==> config.mk <==
export PLATFORM = sky130hd
export DESIGN_NAME = slot_reset_seq
export DESIGN_NICKNAME = d
export VERILOG_FILES = /design/src/rtl/rseq_pkg.sv /design/src/rtl/rseq_sync.sv /design/src/rtl/rseq_gap_timer.sv /design/src/rtl/rseq_fsm.sv /design/src/rtl/rseq_slot_policy.sv /design/src/rtl/slot_reset_seq.sv
export SDC_FILE = /design/constraint.sdc
export NUM_CORES = 1
export LEC_CHECK = 0
export BUFFER_PORTS_ARGS = -buffer_cell sky130_fd_sc_hd__buf_2
export CAP_MARGIN = 25
export CORE_ASPECT_RATIO = 0.9
export CORE_MARGIN = 2
export CORE_UTILIZATION = 50
export CTS_BUF_LIST = sky130_fd_sc_hd__clkbuf_16
export DETAILED_ROUTE_END_ITERATION = 8
export PLACE_DENSITY = 0.71
export SYNTH_ARGS = -nofsm -noshare
export SYNTH_HDL_FRONTEND = slang
export SYNTH_HIERARCHICAL = 1
export SYNTH_SLANG_ARGS = --single-unit
==> constraint.sdc <==
create_clock -name clk -period 2 [get_ports clk]
set_input_delay 0.1 -clock clk [delete_from_list [all_inputs] [get_ports clk]]
set_output_delay 0.1 -clock clk [all_outputs]
set_load 0.02 [all_outputs]
==> src/rtl/rseq_pkg.sv <==
package rseq_pkg;

    // Slot behaviour selected at power-up; 2'b00 is the default.
    typedef enum logic [1:0] {
        MODE_NORMAL     = 2'b00,
        MODE_FOLLOW     = 2'b01,
        MODE_STANDALONE = 2'b10,
        MODE_RESERVED   = 2'b11
    } slot_mode_e;

    // Sequencer states.
    typedef enum logic [1:0] {
        ST_OFF,    // power not good, all resets held
        ST_STAGE,  // counting a gap, releasing one stage per gap
        ST_RUN,    // every stage released
        ST_HOLD    // backplane reset followed as a local reset
    } seq_state_e;

    // Reserved code falls back to normal behaviour.
    function automatic slot_mode_e decode_mode(input logic [1:0] raw);
        slot_mode_e m;
        unique case (raw)
            2'b01:   m = MODE_FOLLOW;
            2'b10:   m = MODE_STANDALONE;
            default: m = MODE_NORMAL;
        endcase
        return m;
    endfunction

endpackage

==> src/rtl/rseq_sync.sv <==
module rseq_sync #(
    parameter int WIDTH  = 1,
    parameter int STAGES = 2
) (
    input  logic             clk,
    input  logic             arst_n,
    input  logic [WIDTH-1:0] d,
    output logic [WIDTH-1:0] q
);
    logic [STAGES-1:0][WIDTH-1:0] pipe_q;

    always_ff @(posedge clk or negedge arst_n) begin
        if (!arst_n) begin
            pipe_q <= '0;
        end else begin
            pipe_q[0] <= d;
            for (int s = 1; s < STAGES; s++) begin
                pipe_q[s] <= pipe_q[s-1];
            end
        end
    end

    assign q = pipe_q[STAGES-1];
endmodule

==> src/rtl/rseq_gap_timer.sv <==
module rseq_gap_timer #(
    parameter int GAP_W = 8
) (
    input  logic             clk,
    input  logic             arst_n,
    input  logic             load,
    input  logic [GAP_W-1:0] gap_in,
    input  logic             run,
    output logic             tick
);
    logic [GAP_W-1:0] gap_q;
    logic [GAP_W-1:0] cnt_q;

    // Gap length captured once per power-up.
    always_ff @(posedge clk or negedge arst_n) begin
        if (!arst_n) begin
            gap_q <= '0;
        end else if (load) begin
            gap_q <= gap_in;
        end
    end

    // Counts 0..gap_q while running; held at zero otherwise.
    always_ff @(posedge clk or negedge arst_n) begin
        if (!arst_n) begin
            cnt_q <= '0;
        end else if (run && !tick) begin
            cnt_q <= cnt_q + GAP_W'(1);
        end else begin
            cnt_q <= '0;
        end
    end

    assign tick = run && (cnt_q == gap_q);
endmodule

==> src/rtl/rseq_fsm.sv <==
module rseq_fsm
    import rseq_pkg::*;
#(
    parameter int N_DOM = 4
) (
    input  logic           clk,
    input  logic           arst_n,
    input  logic           pwr_good,
    input  logic           hold_req,
    input  logic           gap_tick,
    output logic           capture,
    output logic           timer_run,
    output logic [N_DOM:0] rel_vec
);
    localparam int N_STEP = N_DOM + 1;
    localparam int IDX_W  = (N_STEP > 1) ? $clog2(N_STEP) : 1;
    localparam logic [IDX_W-1:0] LAST_IDX = IDX_W'(N_DOM);

    seq_state_e     state_q, state_d;
    logic [IDX_W-1:0] stg_q;
    logic [N_DOM:0] rel_q;
    logic [N_DOM:0] step_hit;
    logic           release_now;
    logic           last_step;

    for (genvar i = 0; i <= N_DOM; i++) begin : g_hit
        assign step_hit[i] = (stg_q == IDX_W'(i));
    end

    assign last_step   = (stg_q == LAST_IDX);
    assign release_now = (state_q == ST_STAGE) && gap_tick && !hold_req;

    // Transitions: power_up OFF->STAGE, advance STAGE->STAGE, done STAGE->RUN,
    // bp_enter STAGE/RUN->HOLD, bp_exit HOLD->STAGE; power_loss is asynchronous.
    always_comb begin
        state_d = state_q;
        unique case (state_q)
            ST_OFF:   if (pwr_good) state_d = ST_STAGE;
            ST_STAGE: begin
                if (hold_req)                   state_d = ST_HOLD;
                else if (gap_tick && last_step) state_d = ST_RUN;
            end
            ST_RUN:   if (hold_req)  state_d = ST_HOLD;
            ST_HOLD:  if (!hold_req) state_d = ST_STAGE;
        endcase
    end

    // State register.
    always_ff @(posedge clk or negedge arst_n) begin
        if (!arst_n) state_q <= ST_OFF;
        else         state_q <= state_d;
    end

    // Stage index and release vector.
    always_ff @(posedge clk or negedge arst_n) begin
        if (!arst_n) begin
            stg_q <= '0;
            rel_q <= '0;
        end else if (state_d == ST_HOLD) begin
            stg_q <= '0;
            rel_q <= '0;
        end else if (release_now) begin
            rel_q <= rel_q | step_hit;
            if (!last_step) stg_q <= stg_q + IDX_W'(1);
        end
    end

    // Outputs.
    always_comb begin
        capture   = (state_q == ST_OFF) && pwr_good;
        timer_run = (state_q == ST_STAGE);
        rel_vec   = rel_q;
    end
endmodule

==> src/rtl/rseq_slot_policy.sv <==
module rseq_slot_policy
    import rseq_pkg::*;
(
    input  logic       clk,
    input  logic       arst_n,
    input  logic       capture,
    input  logic       sysen_n_s,
    input  logic [1:0] mode_raw,
    input  logic       bp_rst_n_s,
    input  logic       pci_rst_i,
    output logic       hold_req,
    output logic       bp_rst_drive,
    output logic       bridge_iso,
    output logic       bridge_rst
);
    logic       valid_q;
    logic       sys_slot_q;
    slot_mode_e mode_q;

    always_ff @(posedge clk or negedge arst_n) begin
        if (!arst_n) begin
            valid_q    <= 1'b0;
            sys_slot_q <= 1'b0;
            mode_q     <= MODE_NORMAL;
        end else if (capture) begin
            valid_q    <= 1'b1;
            sys_slot_q <= !sysen_n_s;
            mode_q     <= decode_mode(mode_raw);
        end
    end

    always_comb begin
        hold_req     = 1'b0;
        bp_rst_drive = 1'b0;
        bridge_iso   = 1'b0;
        if (valid_q) begin
            if (sys_slot_q) begin
                bp_rst_drive = (mode_q == MODE_STANDALONE) || pci_rst_i;
            end else if (mode_q == MODE_FOLLOW) begin
                hold_req = !bp_rst_n_s;
            end else begin
                bridge_iso = 1'b1;
            end
        end
        bridge_rst = pci_rst_i || bridge_iso;
    end
endmodule

==> src/rtl/slot_reset_seq.sv <==
module slot_reset_seq
    import rseq_pkg::*;
#(
    parameter int N_DOM       = 4,
    parameter int GAP_W       = 8,
    parameter int SYNC_STAGES = 2
) (
    input  logic             clk,
    input  logic             rst_n,
    input  logic             power_ok,
    input  logic             bp_sysen_n,
    input  logic             bp_rst_n,
    input  logic [1:0]       mode_cfg,
    input  logic [GAP_W-1:0] gap_cfg,
    output logic [N_DOM-1:0] dom_rst,
    output logic             pci_rst,
    output logic             bp_rst_drive,
    output logic             bridge_iso,
    output logic             bridge_rst
);
    logic           arst_n;
    logic           pwr_good;
    logic           sysen_n_s;
    logic           bp_rst_n_s;
    logic           capture;
    logic           timer_run;
    logic           gap_tick;
    logic           hold_req;
    logic [N_DOM:0] rel_vec;

    // Power loss acts as an asynchronous reset of the whole sequencer.
    assign arst_n = rst_n & power_ok;

    rseq_sync #(.WIDTH(1), .STAGES(SYNC_STAGES)) u_pg_sync (
        .clk(clk), .arst_n(arst_n), .d(1'b1), .q(pwr_good)
    );

    rseq_sync #(.WIDTH(2), .STAGES(SYNC_STAGES)) u_bp_sync (
        .clk(clk), .arst_n(arst_n),
        .d({bp_sysen_n, bp_rst_n}), .q({sysen_n_s, bp_rst_n_s})
    );

    rseq_gap_timer #(.GAP_W(GAP_W)) u_timer (
        .clk(clk), .arst_n(arst_n), .load(capture), .gap_in(gap_cfg),
        .run(timer_run), .tick(gap_tick)
    );

    rseq_fsm #(.N_DOM(N_DOM)) u_fsm (
        .clk(clk), .arst_n(arst_n), .pwr_good(pwr_good), .hold_req(hold_req),
        .gap_tick(gap_tick), .capture(capture), .timer_run(timer_run),
        .rel_vec(rel_vec)
    );

    assign dom_rst = ~rel_vec[N_DOM-1:0];
    assign pci_rst = ~rel_vec[N_DOM];

    rseq_slot_policy u_policy (
        .clk(clk), .arst_n(arst_n), .capture(capture), .sysen_n_s(sysen_n_s),
        .mode_raw(mode_cfg), .bp_rst_n_s(bp_rst_n_s), .pci_rst_i(pci_rst),
        .hold_req(hold_req), .bp_rst_drive(bp_rst_drive),
        .bridge_iso(bridge_iso), .bridge_rst(bridge_rst)
    );
endmodule

After elaboration in Yosys (flattened, before gate mapping)
Cells that the tools add are included.
- bitwise operators: 4
- eq/ne operators: 14
- $add $sub $neg: 2
- mux-type cells: 21
- reductions and logical operators: 16
- operator list (cell ; count):
    $eq A2 B2 Y1 const B ; 5
    $mux W2 ; 5
    $mux W5 ; 2
    $mux W3 ; 3
    $add A8 B1 Y8 const B ; 1
    $eq A8 B8 Y1 ; 1
    $mux W1 ; 8
    $mux W8 ; 1
    $pmux W2 S4 ; 1
    $eq A2 B1 Y1 const B ; 3
    $eq A3 B2 Y1 const B ; 2
    $logic_and A1 B1 Y1 ; 6
    $or A5 B5 Y5 ; 1
    $logic_not A1 Y1 ; 4
    $not A4 Y4 ; 1
    $pmux W2 S2 ; 1
    $add A3 B1 Y3 const B ; 1
    $eq A3 B1 Y1 const B ; 1
    $eq A3 B3 Y1 const B ; 1
    $logic_not A3 Y1 ; 1
    $logic_not A2 Y1 ; 1
    $logic_or A1 B1 Y1 ; 2
    $ne A2 B2 Y1 const B ; 1
    $reduce_and A2 Y1 ; 1
    3 further kinds ; 3
- input port bits: 15
- output and inout port bits: 8
- flip-flop bits (word level): 36
- logic and storage cells: 69

Depth between registers and ports, before layout
- word-level depth: 9
- gate-level depth with buffers: 7
- mapped depth without buffers: 6

Modules after synthesis
The synthesis kept the hierarchy.
- modules (own cells, without submodules) (module ; area an instance (µm²) ; sequential area each (µm²) ; cells each ; instances):
    rseq_gap_timer ; 773.2 ; 400.4 ; 63 ; 1
    rseq_fsm ; 515.5 ; 250.2 ; 50 ; 1
    rseq_slot_policy ; 200.2 ; 100.1 ; 20 ; 1
    rseq_sync at u_bp_sync ; 115.1 ; 100.1 ; 6 ; 1
    rseq_sync at u_pg_sync ; 50.0 ; 50.0 ; 2 ; 1
    slot_reset_seq ; 28.8 ; 0.0 ; 7 ; 1

Worst setup path after synthesis
No wires, ideal clock.
- path kind: register -> register
- from: register u_timer.cnt_q[4]
- to: register u_fsm.stg_q[0]
- data required time: 1871 ps
- setup time: 129 ps
- clock period less this slack: 1969 ps
- arrival time: 1839 ps
- stages on the path, launching flop included: 7
- path slack: 31 ps
- cell sequence: dfrtp_1 xor2_1 nor4_2 and3_1 nand4bb_1 o211ai_1 o31ai_1
- longest elaborated chain between the ends: 9
- elaborated cells between the ends (all ways): 13
- ends and longest elaborated chain (what ; line ; text):
    from (decl) ; rseq_gap_timer.sv:12 ; logic [GAP_W-1:0] cnt_q;
    from (signal assigned) ; rseq_gap_timer.sv:28 ; cnt_q <= cnt_q + GAP_W'(1);
    $eq A8 B8 Y1 (*) ; rseq_gap_timer.sv:34 ; assign tick = run && (cnt_q == gap_q);
    $logic_and A1 B1 Y1 (*) ; rseq_gap_timer.sv:34 ;
    named net gap_tick ; slot_reset_seq.sv:27 ; logic gap_tick;
    $logic_and A1 B1 Y1 ; rseq_fsm.sv:41 ; else if (gap_tick && last_step) state_d = ST_RUN;
    $mux W2 ; rseq_fsm.sv:41 ;
    $mux W2 ; rseq_fsm.sv:40 ; if (hold_req) state_d = ST_HOLD;
    $pmux W2 S4 ; rseq_fsm.sv:37 ; unique case (state_q)
    $eq A2 B2 Y1 ; rseq_fsm.sv:59 ; end else if (state_d == ST_HOLD) begin
    $ne A2 B2 Y1 (no source line) or $reduce_bool A2 Y1 (tied branches) ; n/a ;
    $reduce_and A2 Y1 (no source line) ; n/a ;
    to (signal assigned) ; rseq_fsm.sv:64 ; if (!last_step) stg_q <= stg_q + IDX_W'(1);
    to (decl) ; rseq_fsm.sv:20 ; logic [IDX_W-1:0] stg_q;
Mark *: on every way through the listed nets, which the timed path passes. The rest lies on a longest branch.
A chain may end at the register's enable or synchronous reset.

Worst setup path after layout
- from: register u_timer.cnt_q[5]
- to: register u_fsm.stg_q[2]
Same word-level chain as after synthesis.

==> flow_summary.toml <==
[final_layout]
utilization = 0.6515
multiInputGateArea_sq_um = 725.7
num-fill-cells = 256
ff_latch_area_sq_um = 900.9
finalNonFillerCells = 224
fin_nets = 202
area_growth_pct = 21.49
diodes = 0
final_cell_area_sq_um = 2044
layout-drive-gt1-share = 0.2582

[sta]
finalHoldViolCount = 0
fin_crit_ns = 1.886
finalCritPeriodShare = 0.9432
skew_ns = 0.006226
worst_pin_slew_ns = 0.5280
fmax_mhz = 530.1
relSlewSlack = 0.6451
final_max_slew_viol_count = 0
setup_viol = 0

[critical_path]
cp_cell_sequence = "xor2_1, nor4_2, and3_1, nand4bb_4, o211ai_1, o21ai_0"
rr_endpoint = "u_fsm/stg_q[2]"
worstRegToRegCells = 6
worstPathArrival_ns = 2.03
cp-start-kind = "flop"
slowest_delay_ns = 0.42
cpMaxStageDelayCell = "dfrtp_1"
r2r_setup_slack_ns = 0.11
path_class = "flop to flop"
cp.required_ns = 2.14
reg2reg_from = "u_timer/cnt_q[5]"
crit_path_end_kind = "flop"
crit_path_start = "u_timer/cnt_q[5]"
crit_fanout = 6

[grt]
grt_antenna_before_repair = 0
grt_max_degree = 37
grt_pass1_wl_mm = 5.168
globalRouteTotalUtil = 0.1842
grt_pass1_vias = 1134
grt_remaining_overflow = 0

[placement]
gp_congestion = 0.8724
placed_area_sq_um = 1852
io_buffers = 22
dpl.hpwl_mm = 2.167
dpl.cell_count = 212

[clock_tree]
root_buffer = "clkbuf_16"
cts_sinks = 36
cts_made_buffers = 5
insertion_delay_ns = 0.28
cts_tree = "done"
path_clk_slew_ns = 0.05
htreeDepth = 2
post-cts-setup-buffer-count = 0
clk_path_buf_depth = 2

[pwr]
power.internal_uw = 1556
sw_frac_of_total = 0.3093
clockPowerShare = 0.315
max-vdd-ir-drop_v = 0.0007663
total_power_uw = 2253
p_comb_frac = 0.238
powerDensity_nw_per_um2 = 1102
p_leak_uw = 0.0009421
seqPwrFrac = 0.447
switchingPower_uw = 696.9

[synth]
synth_edf_count = 0
ys_seq_area_frac = 0.5353
yosys.cell_types.count = 35
syn_area_per_cell_sq_um = 11.37
ys_ff_latch = 36
async_flop_share = 1.000
synthCells = 148
syn_nets = 169
ys_dominant_reg_cell = "dfrtp_1"
syn_area_sq_um = 1683
ys_warn_count = 6

[run_status]
outcome = "complete, no violations"

[floorplanning]
rows = 19
die_w_um = 65.16
ios = 23
core_area_sq_um = 3138
start_util = 0.5363
die_area_sq_um = 3847
die_h_um = 59.04

[min_path]
min-delay-start = "gap_cfg[0]"
hp-class = "input port to flop"
worst_hold_path.endpoint = "u_timer/gap_q[0]"
min_path_cells = 2

[routing]
dr.pass1.iters = 4
vias = 1211
drtAntennaViolNets = 0
drc = 0
wire_per_inst_um = 13.89
wirelength_mm = 3.112
drt_iter0_drc = 43
vias_per_cell = 5.406

[job]
maxCapViolCount = 0
==> kinds of logic after synthesis <==
kind of cell / Yosys count / share of synthesized area
AO/OA/AOI/OAI: 31 / 0.1212
buffers and inverters: 17 / 0.04312
flip-flops: 36 / 0.5353
other: 1 / 0.002228
multiplexers: 8 / 0.05353
XOR/XNOR: 11 / 0.05725
AND/OR/NAND/NOR: 38 / 0.1428
adder cells (fa/ha/maj): 6 / 0.04461
==> worst max path at each step <==
stage	depth (start not counted)	to
2_1_floorplan	6	u_fsm/stg_q[0]
3_3_place_gp	6	u_fsm/stg_q[0]
3_5_place_dp	6	u_fsm/stg_q[2]
4_1_cts	6	u_fsm/stg_q[2]
5_1_grt	6	u_fsm/stg_q[2]
6_report	6	u_fsm/stg_q[2]
==> synthesized netlist by cell type (all sizes together) (2+ instances only) <==
cell / count / area, sq um
a221oi: 3 / 26.28
mux2: 8 / 90.09
nor4: 3 / 37.54
and2: 3 / 18.77
nand2: 3 / 11.26
or3: 3 / 18.77
nand3b: 2 / 15.01
o211ai: 2 / 15.01
nand3: 4 / 20.02
nor2b: 3 / 18.77
ha: 6 / 75.07
xor2: 10 / 87.58
inv: 13 / 48.80
a31oi: 4 / 25.02
clkbuf: 2 / 8.750
and2b: 2 / 17.52
a21oi: 4 / 20.02
buf: 2 / 15.01
o21ai: 8 / 40.04
nor2: 9 / 33.78
a211oi: 6 / 45.04
dfrtp: 36 / 900.9
==> layout by cell type, fill, tap and decap left out, drive strengths merged, types with 2 or more instances in the layout <==
cell type / n
nor4: 3
o211ai: 2
xor2: 10
or3: 3
mux2: 8
and2: 3
nor2: 9
buf: 26
dfrtp: 36
ha: 6
a211oi: 6
and2b: 2
nor2b: 3
dlygate4sd3: 4
a21oi: 4
nand3: 4
nand2: 3
a221oi: 3
clkbuf: 5
inv: 15
o21ai: 8
a31oi: 4
nand3b: 2
==> layout make-up <==
type / instances / area share
repair buffers: 30 / 0.08813
clock inverters: 3 / 0.005508
well taps: 42 / 0.02570
multi-input cells: 95 / 0.3550
clock buffers: 5 / 0.06120
flip-flops and latches: 36 / 0.4406
inverters: 13 / 0.02387
==> sequential cells by signal, summed over array words and instances (netlist names) <==
name                 cells
u_fsm/stg_q              3
u_fsm/state_q            2
u_policy/valid_q         1
u_bp_sync/pipe_q         2
u_fsm/rel_vec            5
u_bp_sync/q              2
u_timer/cnt_q            8
u_policy/sys_slot_q      1
u_pg_sync/q              1
u_policy/mode_q          2
u_pg_sync/pipe_q         1
u_timer/gap_q            8
==> critical path: cells and delay by family, from the launching register on <==
kind	cells	cell delay, ns
and+or+nand+nor	3	0.77
DFF	1	0.42
AOI/OAI and AO/OA	2	0.38
xor gates and xnor gates	1	0.18
==> metal layers <==
metal / global-route usage / up-vias / share of wire
met4: 0.09821 / 0 / 0.029
li1: - / 581 / -
met3: 0.05133 / 10 / 0.042
met1: 0.2475 / 593 / 0.49
met5: 0 / - / 0
met2: 0.2754 / 27 / 0.44
==> power by group through the flow <==
| stage | combinational, uW | sequential, uW | clock [uW] |
|---|---|---|---|
| 5_1_grt | 604 | 1030 | 762 |
| 3_3_place_gp | 501 | 1010 | 0 |
| 4_1_cts | 533 | 1000 | 730 |
| 2_1_floorplan | 420 | 961 | 0 |
| 6_report | 537 | 1010 | 710 |
| 3_5_place_dp | 523 | 1010 | 0 |
==> metrics by stage <==
stage	hold WS, ns	setup slack, ns	TNS [ns]
6_report	0.05469	0.1137	0
5_1_grt	0.05598	-0.02568	-0.02568
4_1_cts	0.05134	0.1349	0
3_5_place_dp	0.2156	0.1291	0
3_3_place_gp	0.2082	0.2267	0
2_1_floorplan	0.1314	0.03146	0
==> timing repair <==
| item | in CTS | in global routing |
|---|---|---|
| hold buffers | 4 | 0 |
| setup endpoints to repair | 0 | 1 |
| gates resized for setup | 0 | 1 |
| hold endpoints to repair | 38 | 0 |
(Power assumes the default switching activity.)
